<file path="config.mk">
export PLATFORM = sky130hd
export DESIGN_NAME = bnn_infer_core
export DESIGN_NICKNAME = d
export VERILOG_FILES = /design/src/rtl/bnn_pkg.sv /design/src/rtl/bnn_weight_store.sv /design/src/rtl/bnn_hidden_lanes.sv /design/src/rtl/bnn_out_accum.sv /design/src/rtl/bnn_infer_core.sv
export SDC_FILE = /design/constraint.sdc
export NUM_CORES = 2
export LEC_CHECK = 0
export ABC_AREA = 1
export BUFFER_PORTS_ARGS = -buffer_cell sky130_fd_sc_hd__buf_2
export CAP_MARGIN = 20
export CORE_MARGIN = 8
export CORE_UTILIZATION = 50
export CTS_CLUSTER_SIZE = 30
export DETAILED_ROUTE_END_ITERATION = 6
export PLACE_DENSITY = 0.68
export SETUP_SLACK_MARGIN = 0.15
export SLEW_MARGIN = 20
export SYNTH_ARGS = -nofsm -noshare
export SYNTH_HDL_FRONTEND = slang
export SYNTH_HIERARCHICAL = 1
export SYNTH_SLANG_ARGS = --single-unit
</file>
<file path="constraint.sdc">
create_clock -name clk -period 12.1 [get_ports clk]
set_clock_uncertainty 0.15 [all_clocks]
set_input_delay 1.21 -clock clk [delete_from_list [all_inputs] [get_ports clk]]
set_output_delay 1.21 -clock clk [all_outputs]
set_load 0.05 [all_outputs]
</file>
<file path="src/rtl/bnn_pkg.sv">
package bnn_pkg;
   typedef enum logic [2:0] {
      PH_IDLE,
      PH_HID,
      PH_OUT,
      PH_ARG,
      PH_RES
   } phase_t;

   localparam logic [1:0] CODE_HOLD = 2'b00;
   localparam logic [1:0] CODE_BUY  = 2'b01;
   localparam logic [1:0] CODE_SELL = 2'b10;
endpackage

</file>
<file path="src/rtl/bnn_weight_store.sv">
module bnn_weight_store #(
   parameter int N_IN     = 16,
   parameter int N_HID    = 64,
   parameter int N_OUT    = 3,
   parameter int THR_INIT = 8,
   localparam int HID_BITS = N_IN * N_HID,
   localparam int OUT_BITS = N_HID * N_OUT,
   localparam int ADDR_W   = $clog2(HID_BITS + OUT_BITS),
   localparam int THR_W    = $clog2(N_IN + 1),
   localparam int NI_W     = $clog2(N_HID)
) (
   input  logic                clk,
   input  logic                rst_n,
   input  logic                lock,
   input  logic                wr_en,
   input  logic [ADDR_W-1:0]   wr_addr,
   input  logic                wr_bit,
   input  logic                thr_wr_en,
   input  logic [NI_W-1:0]     thr_idx,
   input  logic [THR_W-1:0]    thr_val,
   output logic [HID_BITS-1:0] hid_w,
   output logic [OUT_BITS-1:0] out_w,
   output logic [THR_W-1:0]    thr [N_HID]
);
   localparam int HID_IW = $clog2(HID_BITS);
   localparam int OUT_IW = $clog2(OUT_BITS);

   logic [HID_IW-1:0] hid_idx;
   logic [OUT_IW-1:0] out_idx;
   logic [ADDR_W-1:0] out_off;

   assign hid_idx = wr_addr[HID_IW-1:0];
   assign out_off = wr_addr - ADDR_W'(HID_BITS);
   assign out_idx = out_off[OUT_IW-1:0];

   always_ff @(posedge clk or negedge rst_n) begin
      if (!rst_n) begin
         hid_w <= '0;
         out_w <= '0;
         for (int i = 0; i < N_HID; i++) thr[i] <= THR_W'(THR_INIT);
      end else if (!lock) begin
         if (wr_en) begin
            if (int'(wr_addr) < HID_BITS)
               hid_w[hid_idx] <= wr_bit;
            else if (int'(wr_addr) < HID_BITS + OUT_BITS)
               out_w[out_idx] <= wr_bit;
         end
         if (thr_wr_en) thr[thr_idx] <= thr_val;
      end
   end

   // A blocked weight write must leave both weight arrays untouched
   assert_locked_weights_R8: assert property (@(posedge clk) disable iff (!rst_n)
      (lock && wr_en) |=> ($stable(hid_w) && $stable(out_w)));
endmodule

</file>
<file path="src/rtl/bnn_hidden_lanes.sv">
module bnn_hidden_lanes #(
   parameter int N_IN   = 16,
   parameter int N_HID  = 64,
   parameter int LANES  = 4,
   parameter int STEP_W = 4,
   localparam int THR_W = $clog2(N_IN + 1),
   localparam int NI_W  = $clog2(N_HID)
) (
   input  logic [N_IN-1:0]       x,
   input  logic [STEP_W-1:0]     step,
   input  logic [N_IN*N_HID-1:0] hid_w,
   input  logic [THR_W-1:0]      thr [N_HID],
   output logic [LANES-1:0]      bits
);
   for (genvar l = 0; l < LANES; l++) begin : g_lane
      logic [NI_W-1:0]  nidx;
      logic [N_IN-1:0]  agree;
      logic [THR_W-1:0] pop;

      always_comb begin
         nidx  = NI_W'(int'(step) * LANES + l);
         agree = ~(x ^ hid_w[int'(nidx) * N_IN +: N_IN]);
         pop   = '0;
         for (int b = 0; b < N_IN; b++) pop = pop + THR_W'(agree[b]);
      end

      assign bits[l] = (pop >= thr[nidx]);
   end
endmodule

</file>
<file path="src/rtl/bnn_out_accum.sv">
module bnn_out_accum #(
   parameter int N_HID     = 64,
   parameter int N_OUT     = 3,
   parameter int OUT_CHUNK = 16,
   parameter int STEP_W    = 4,
   localparam int CP_W     = $clog2(OUT_CHUNK + 1)
) (
   input  logic [N_HID-1:0]       hid,
   input  logic [N_HID*N_OUT-1:0] out_w,
   input  logic [STEP_W-1:0]      chunk,
   output logic [CP_W-1:0]        part [N_OUT]
);
   for (genvar j = 0; j < N_OUT; j++) begin : g_class
      logic [OUT_CHUNK-1:0] agree;
      always_comb begin
         agree = ~(hid[int'(chunk) * OUT_CHUNK +: OUT_CHUNK]
                 ^ out_w[j * N_HID + int'(chunk) * OUT_CHUNK +: OUT_CHUNK]);
         part[j] = '0;
         for (int b = 0; b < OUT_CHUNK; b++) part[j] = part[j] + CP_W'(agree[b]);
      end
   end
endmodule

</file>
<file path="src/rtl/bnn_infer_core.sv">
module bnn_infer_core #(
   parameter int N_IN      = 16,
   parameter int N_HID     = 64,
   parameter int N_OUT     = 3,
   parameter int HID_LANES = 4,
   parameter int OUT_CHUNK = 16,
   parameter int THR_INIT  = 8,
   localparam int ADDR_W   = $clog2(N_IN * N_HID + N_HID * N_OUT),
   localparam int THR_W    = $clog2(N_IN + 1),
   localparam int NI_W     = $clog2(N_HID),
   localparam int CLS_W    = $clog2(N_OUT)
) (
   input  logic              clk,
   input  logic              rst_n,
   input  logic              start,
   input  logic [N_IN-1:0]   feat,
   input  logic              wr_en,
   input  logic [ADDR_W-1:0] wr_addr,
   input  logic              wr_bit,
   input  logic              thr_wr_en,
   input  logic [NI_W-1:0]   thr_idx,
   input  logic [THR_W-1:0]  thr_val,
   output logic              done,
   output logic [CLS_W-1:0]  cls
);
   import bnn_pkg::*;

   localparam int HID_STEPS = N_HID / HID_LANES;
   localparam int OUT_STEPS = N_HID / OUT_CHUNK;
   localparam int MAX_STEPS = (HID_STEPS > OUT_STEPS) ? HID_STEPS : OUT_STEPS;
   localparam int STEP_W    = (MAX_STEPS > 1) ? $clog2(MAX_STEPS) : 1;
   localparam int LATENCY   = 1 + HID_STEPS + OUT_STEPS + 2;
   localparam int LAT_W     = $clog2(LATENCY + 1);
   localparam int SC_W      = $clog2(N_HID + 1);
   localparam int CP_W      = $clog2(OUT_CHUNK + 1);

   if (N_HID % HID_LANES != 0) begin : g_bad_lanes
      $error("N_HID must be a multiple of HID_LANES");
   end
   if (N_HID % OUT_CHUNK != 0) begin : g_bad_chunk
      $error("N_HID must be a multiple of OUT_CHUNK");
   end
   if (THR_INIT > N_IN) begin : g_bad_thr
      $error("THR_INIT must not exceed N_IN");
   end

   phase_t               phase_q;
   logic [STEP_W-1:0]    step_q;
   logic [N_IN-1:0]      x_q;
   logic [N_HID-1:0]     hid_q;
   logic [SC_W-1:0]      score_q [N_OUT];
   logic [CLS_W-1:0]     win_q;
   logic [CLS_W-1:0]     cls_q;
   logic                 done_q;
   logic                 busy;
   logic [N_IN*N_HID-1:0]  hid_w;
   logic [N_HID*N_OUT-1:0] out_w;
   logic [THR_W-1:0]     thr [N_HID];
   logic [HID_LANES-1:0] lane_bits;
   logic [CP_W-1:0]      part [N_OUT];
   logic [CLS_W-1:0]     best;

   assign busy = (phase_q != PH_IDLE);

   bnn_weight_store #(.N_IN(N_IN), .N_HID(N_HID), .N_OUT(N_OUT), .THR_INIT(THR_INIT)) u_store (
      .clk(clk), .rst_n(rst_n), .lock(busy),
      .wr_en(wr_en), .wr_addr(wr_addr), .wr_bit(wr_bit),
      .thr_wr_en(thr_wr_en), .thr_idx(thr_idx), .thr_val(thr_val),
      .hid_w(hid_w), .out_w(out_w), .thr(thr)
   );

   bnn_hidden_lanes #(.N_IN(N_IN), .N_HID(N_HID), .LANES(HID_LANES), .STEP_W(STEP_W)) u_lanes (
      .x(x_q), .step(step_q), .hid_w(hid_w), .thr(thr), .bits(lane_bits)
   );

   bnn_out_accum #(.N_HID(N_HID), .N_OUT(N_OUT), .OUT_CHUNK(OUT_CHUNK), .STEP_W(STEP_W)) u_accum (
      .hid(hid_q), .out_w(out_w), .chunk(step_q), .part(part)
   );

   // Lowest index wins on equal scores: strict compare while scanning upward
   always_comb begin
      best = '0;
      for (int j = 1; j < N_OUT; j++)
         if (score_q[j] > score_q[best]) best = CLS_W'(j);
   end

   always_ff @(posedge clk or negedge rst_n) begin
      if (!rst_n) begin
         phase_q <= PH_IDLE;
         step_q  <= '0;
         x_q     <= '0;
         hid_q   <= '0;
         win_q   <= '0;
         cls_q   <= '0;
         done_q  <= 1'b0;
         for (int j = 0; j < N_OUT; j++) score_q[j] <= '0;
      end else begin
         done_q <= 1'b0;
         case (phase_q)
            PH_IDLE: if (start) begin
               x_q     <= feat;
               step_q  <= '0;
               phase_q <= PH_HID;
               for (int j = 0; j < N_OUT; j++) score_q[j] <= '0;
            end
            PH_HID: begin
               hid_q[int'(step_q) * HID_LANES +: HID_LANES] <= lane_bits;
               if (step_q == STEP_W'(HID_STEPS - 1)) begin
                  step_q  <= '0;
                  phase_q <= PH_OUT;
               end else step_q <= step_q + 1'b1;
            end
            PH_OUT: begin
               for (int j = 0; j < N_OUT; j++) score_q[j] <= score_q[j] + SC_W'(part[j]);
               if (step_q == STEP_W'(OUT_STEPS - 1)) phase_q <= PH_ARG;
               else step_q <= step_q + 1'b1;
            end
            PH_ARG: begin
               win_q   <= best;
               phase_q <= PH_RES;
            end
            PH_RES: begin
               cls_q   <= win_q;
               done_q  <= 1'b1;
               phase_q <= PH_IDLE;
            end
            default: phase_q <= PH_IDLE;
         endcase
      end
   end

   assign done = done_q;
   assign cls  = cls_q;

   // Checker state: edges since the accepting edge
   logic [LAT_W-1:0] lat_q;
   always_ff @(posedge clk or negedge rst_n) begin
      if (!rst_n) lat_q <= '0;
      else if (!busy && start) lat_q <= '0;
      else if (busy) lat_q <= lat_q + 1'b1;
   end

   logic win_max, win_order;
   always_comb begin
      win_max   = 1'b1;
      win_order = 1'b1;
      for (int j = 0; j < N_OUT; j++) begin
         if (score_q[j] > score_q[win_q]) win_max = 1'b0;
         if (j < int'(win_q) && score_q[j] == score_q[win_q]) win_order = 1'b0;
      end
   end

   assert_fixed_latency_R6: assert property (@(posedge clk) disable iff (!rst_n)
      done |-> (lat_q == LAT_W'(LATENCY - 1)));
   assert_single_pulse_R6: assert property (@(posedge clk) disable iff (!rst_n)
      done |=> !done);
   assert_valid_code_R10: assert property (@(posedge clk) disable iff (!rst_n)
      done |-> (int'(cls) < N_OUT));
   assert_winner_max_R4: assert property (@(posedge clk) disable iff (!rst_n)
      (phase_q == PH_RES) |-> win_max);
   assert_tie_order_R5: assert property (@(posedge clk) disable iff (!rst_n)
      (phase_q == PH_RES) |-> win_order);
   assert_start_ignored_R7: assert property (@(posedge clk) disable iff (!rst_n)
      (busy && start) |=> $stable(x_q));
endmodule

</file>
# Yosys cells after proc, flatten, opt, wreduce, memory -nomap -nowiden
# Index checks and enable logic that the tools add are counted.
[word_totals]
ff_bits = 1649
latchBits = 0
mem_bits_rw = 0
rom_bits = 0
input_bits = 44
out_inout_bits = 3
mem_count = 0
[op_classes]
addsub = 116
n_mul = 0
div_mod_pow = 0
n_lt_le_gt_ge = 19
eq_ne = 10
n_shift = 10
mux = 38
bitwise = 22
reduce_logical = 14
[op_table]
columns = ["cell", "n"]
rows = [
  ["$shiftx 1024x11->16", 4],
  ["$bwmux 1024", 1],
  ["$add 5x1->5", 98],
  ["$shiftx 192x32->16", 2],
  ["$bwmux 320", 1],
  ["$bwmux 192", 1],
  ["$shiftx 192x9->16", 1],
  ["$bmux 5 s6", 4],
  ["$not 16->16", 7],
  ["$xor 16x16->16", 7],
  ["$bwmux 64", 1],
  ["$shift 4x33->64 const A", 1],
  ["$shiftx 4x33->64", 1],
  ["$shiftx 64x9->16", 1],
  ["$mux 5", 9],
  ["$pmux 21 s2", 1],
  ["$ge 7x7->1 const B", 5],
  ["$not 6->7", 5],
  ["$neg 6->33", 1],
  ["$demux 5 s6", 1],
  ["$lt 11x11->1 const B", 2],
  ["$add 7x5->7", 3],
  ["$mux 21", 1],
  ["$ge 5x5->1", 4],
  ["other kinds (39)", 67],
]

# Logic depth before layout (Yosys ltp)
[depth]
ltp_word = 22
ltp_mapped = 33
ltp_nobuf = 31

# Cells and area by module
# The synthesis kept the hierarchy.
[by_module_without_submodules]
columns = ["module", "n_inst", "cells_per_inst", "area_per_inst_um2"]
rows = [
  ["bnn_weight_store", 1, 8414, 69992.1],
  ["bnn_hidden_lanes", 1, 4172, 19022.0],
  ["bnn_infer_core", 1, 710, 6067.1],
  ["bnn_out_accum", 1, 838, 4352.9],
]

# Worst setup path after synthesis
# Ideal clock, no wire load.
[synth_path]
path_kind = "reg-to-reg"
startpoint = "register step_q[0]"
endpoint = "register hid_q[36]"
setup_time_ns = 0.083
arrival_ns = 6.101
required_ns = 11.867
path_slack_ns = 5.766
stages_incl_launch_ff = 30
path_cell_list = "dfrtp_1 buf_6 buf_6 buf_6 nand2_1 nand3_1 nand3_1 nand3_1 nand2_1 nand2_1 nand2_1 fa_1 inv_1 ha_1 inv_1 fa_1 fa_1 inv_1 fa_1 fa_1 inv_1 fa_1 o21ai_0 ha_1 nand2_1 o311ai_0 inv_1 nor3_1 inv_1 o21ai_0"
[synth_via]
word_cells_on_any_way = 99
[synth_rtl]
columns = ["item", "line", "source"]
rows = [
  ["from (decl)", "bnn_infer_core.sv:48", "logic [STEP_W-1:0] step_q;"],
  ["from (signal assigned)", "bnn_infer_core.sv:111", "end else step_q <= step_q + 1'b1;"],
  ["from (signal assigned)", "bnn_infer_core.sv:116", "else step_q <= step_q + 1'b1;"],
  ["$shiftx 1024x11->16", "bnn_hidden_lanes.sv:22", "agree = ~(x ^ hid_w[int'(nidx) * N_IN +: N_IN]);"],
  ["$xor 16x16->16", "bnn_hidden_lanes.sv:22", ""],
  ["$not 16->16", "bnn_hidden_lanes.sv:22", ""],
  ["$add 1x1->2", "bnn_hidden_lanes.sv:24", "for (int b = 0; b < N_IN; b++) pop = pop + THR_W'(agree[b]);"],
  ["$add 5x1->5 (14 in series)", "bnn_hidden_lanes.sv:24", ""],
  ["$ge 5x5->1 *", "bnn_hidden_lanes.sv:27", "assign bits[l] = (pop >= thr[nidx]);"],
  ["named net lane_bits[0]", "bnn_infer_core.sv:59", "logic [HID_LANES-1:0] lane_bits;"],
  ["$shiftx 4x33->64 *", "bnn_infer_core.sv:107", "hid_q[int'(step_q) * HID_LANES +: HID_LANES] <= lane_bits;"],
  ["$bwmux 64 *", "bnn_infer_core.sv:107", ""],
  ["to (signal, indexed assignment)", "bnn_infer_core.sv:107", ""],
  ["to (decl)", "bnn_infer_core.sv:50", "logic [N_HID-1:0] hid_q;"],
]
# Mark *: on every way through the listed nets, which the timed path passes. The rest lies on a longest branch. The select of a mux whose other input is x is not followed.
# A chain may end at the register's enable or synchronous reset.

# Final worst setup path
[layout_path]
startpoint = "register step_q[0]"
endpoint = "register hid_q[38]"
[layout_via]
elab_chain_cells = 22
word_cells_on_any_way = 99
[layout_lines]
columns = ["item", "line", "source"]
rows = [
  ["$add 6x2->6 *", "bnn_hidden_lanes.sv:21", "nidx = NI_W'(int'(step) * LANES + l);"],
  ["$shiftx 1024x11->16", "bnn_hidden_lanes.sv:22", ""],
  ["$xor 16x16->16", "bnn_hidden_lanes.sv:22", ""],
  ["$not 16->16", "bnn_hidden_lanes.sv:22", ""],
  ["$add 1x1->2", "bnn_hidden_lanes.sv:24", ""],
  ["$add 5x1->5 (14 in series)", "bnn_hidden_lanes.sv:24", ""],
  ["$ge 5x5->1 *", "bnn_hidden_lanes.sv:27", ""],
  ["named net lane_bits[2]", "bnn_infer_core.sv:59", ""],
  ["$shiftx 4x33->64 *", "bnn_infer_core.sv:107", ""],
  ["$bwmux 64 *", "bnn_infer_core.sv:107", ""],
]
# Marks and branches as above.

==> results.yml <==
setup_path:
  crit_top_cell: "nand2_1"
  crit_arrival_ps: 9300
  cp-startpoint: "step_q[0]$_DFFE_PN0P_"
  cp_slowest_cell: "buf_4"
  cp.required_ps: 12680
  worst-setup-path-type: "reg -> reg"
  worst_setup_path_start_kind: "flip-flop"
  slowest_delay_ps: 840
  reg2reg_depth: 27
  r2r_start: "step_q[0]$_DFFE_PN0P_"
  path_max_fanout: 79
  end_kind: "flip-flop"
yosys:
  synthAdderAreaFrac_pct: 2.66
  synth-edff-count: 0
  synth_area_leaders: "dfrtp_1, nand2_1, nand3_1, nand4_1, inv_1"
  syn-cell-area_um2: 99400
  synthCells: 14100
  synth_nets: 14300
  yosysTopAreaCell: "dfrtp_1"
  synth.distinct_cells: 47
  ys_warn_count: 6
  yosysSeqAreaShare_pct: 41.6
  synth_compound_area_share_pct: 5.22
  async_reset_ff_share_pct: 100
  synth_top_area_share_pct: 39.9
  muxShareOfSynthArea_pct: 0.181
  synthFlopType: "dfrtp_1"
  avgSynthCellArea_um2: 7.04
  synth_top_family_by_area: "simple AND/OR/NAND/NOR gates"
  yosys.area_share.simple_pct: 39.3
  ys_ff_latch: 1649
  synth_xor_area_share_pct: 0.263
routing:
  drt_pass1_iterations: 7
  wire_per_inst_um: 20.9
  post_drt_via_cell_ratio: 5.99
  vias: 96900
  ant_nets: 0
  first_iter_violations: 13000
  wirelength_um: 338000
  drc: 0
floorplan:
  core_area_um2: 197000
  dieArea_um2: 213000
  initial_utilization_pct: 50.4
  die_w_um: 462
  die_y_um: 462
  ioPinCount: 47
  rows: 163
pwr:
  ir_worst_vdd_v: 0.00128
  power_density_nw_per_um2: 354
  finalPower_mw: 37.6
  leakage_nw: 51.9
timing:
  worst_pin_slew_ps: 1250
  hold_ws_ps: 213
  relSlewSlack_pct: 16.9
  finalSetupViolations: 0
  fin_crit_ps: 8720
  max_freq_mhz: 115
  period_share_pct: 72.0
  finalHoldViolCount: 0
  maxSlewViolCount: 0
  tns_ps: 0
  rsz0062_at_grt: "no"
cells_and_area:
  layout.cells.non_filler: 16200
  synthToLayoutAreaGrowth_pct: 6.67
  design_area_um2: 106000
  drive_above_1_share_pct: 5.68
  layout.nets: 13600
run:
  drv_cap: 0
clock_tree:
  clkTransAtPathRegs_ps: 60
  post_cts.repair.setup_buffers: 0
  hold_buffers: 0
  clock_sinks: 1649
  cts_resized: 0
  cts-root-buf: "clkbuf_16"
  cts.htree.levels: 4
  cts_buffer_depth: 3
  clk_latency_ps: 860
  cts_tree: "built"
  numCtsBuffers: 188
place:
  hpwl_um: 187000
  placed_area_um2: 99500
  place_inst: 15800
  gp_congestion: 0.891
  portBuffers: 46
grt:
  grt_max_degree: 270
  grt_remaining_overflow: 0
  grtUsageTotal_pct: 30.8
  grt_pass1_vias: 89900
  antenna_found_initial: 9
  grt_pass1_wl_um: 527000
run_status:
  outcome: "complete, no violations"
worst_hold_path:
  min_path_type: "in -> async"
==> report_power, final <==
group	switching, mW	total [mW]	internal, mW
clock network	2.46	5.85	3.39
logic	16.4	25.6	9.20
registers	0.294	6.10	5.80
==> cell type report <==
type | count | area (µm²)
fillers | 19000 | 91400
multi-input cells | 9960 | 47800
flip-flops and latches | 1649 | 41400
clock buffers | 291 | 5570
inverters | 1357 | 5120
well taps | 2640 | 3300
repair buffers | 228 | 2180
clock inverters | 52 | 718
diodes | 8 | 20.0
==> placed cells by master, fill, tap and decap left out, drive strengths merged <==
cell type / netlist / layout
a21o: 1 / 1
a21boi: 5 / 5
inv: 1349 / 1359
clkinvlp: 0 / 3
a211oi: 1 / 1
o22ai: 2 / 2
dfrtp: 1585 / 1585
o21bai: 150 / 150
a31o: 1 / 1
nand3b: 2 / 2
clkbuf: 435 / 291
a22o: 3 / 3
xnor2: 14 / 14
o311ai: 4 / 4
a21oi: 50 / 50
xor2: 15 / 15
o21ai: 621 / 621
nor2: 387 / 387
nand2: 4976 / 4976
nor3: 28 / 28
mux2: 16 / 16
dfstp: 64 / 64
o211ai: 70 / 70
ha: 93 / 93
nand3: 2504 / 2504
buf: 733 / 228
diode: 0 / 8
fa: 74 / 74
bufinv: 0 / 10
o21a: 5 / 5
clkinv: 8 / 37
nand4: 938 / 938
==> layer usage <==
metal  vias up  part of all wire, %  GRT usage [%]
met4         0                  4.8           13.3
li1      44400                    -              -
met2      5104                   44           46.7
met5         -                    0              0
met1     46600                   41           43.3
met3       903                   11           5.69
==> registers in the layout (all words and copies together) (netlist names), 2 cells and up <==
register	cells
phase_q	3
x_q	16
step_q	4
cls	2
u_store/out_w	192
u_store/thr	320
score_q	21
u_store/hid_w	1024
hid_q	64
win_q	2
==> cells by family (layout without fill, tap and decap cells) <==
group,Yosys count,after routing
simple gates,8835,8835
xor+xnor,29,29
fa+ha+maj,167,167
compound gates,913,913
buf+inv,2525,1928
other cells,0,8
flops,1649,1649
mux,16,16
==> synth_stat cells (all sizes together) (2+ instances only) <==
master and n:
a21boi 5, a21oi 50, a22o 3, buf 733, clkbuf 435, clkinv 8, dfrtp 1585, dfstp 64
fa 74, ha 93, inv 1349, mux2 16, nand2 4976, nand3 2504, nand3b 2, nand4 938
nor2 387, nor3 28, o211ai 70, o21a 5, o21ai 621, o21bai 150, o22ai 2, o311ai 4
xnor2 14, xor2 15
==> path summary, 6_finish.rpt <==
kind	endpoint	slack [ps]
max	hid_q[38]$_DFFE_PN0P_	3380
min	u_store/hid_w[873]$_DFFE_PN0P_	210
max reg2reg	hid_q[38]$_DFFE_PN0P_	3380
min reg2reg	u_store/hid_w[252]$_DFFE_PN0P_	320
max in group asynchronous	u_store/thr[89]$_DFFE_PN0P_	9260
min in group clk	u_store/hid_w[252]$_DFFE_PN0P_	320
==> per-stage QoR <==
stage | setup slack [ps] | utilization [%]
detailed placement | 3560 | 50.4
floorplan | 5770 | -
global placement | 3620 | 50.3
finish | 3380 | 53.7
CTS | 3480 | 53.6
global route | 3000 | 53.7
==> worst max-delay path: cells and delay by family, from the launching register on <==
kind | cells | cell delay (ps)
simple gates | 10 | 1410
compound gates | 3 | 900
buf+inv | 7 | 2140
flops | 1 | 720
fa+ha+maj | 7 | 3140
(Power assumes the default switching activity.)
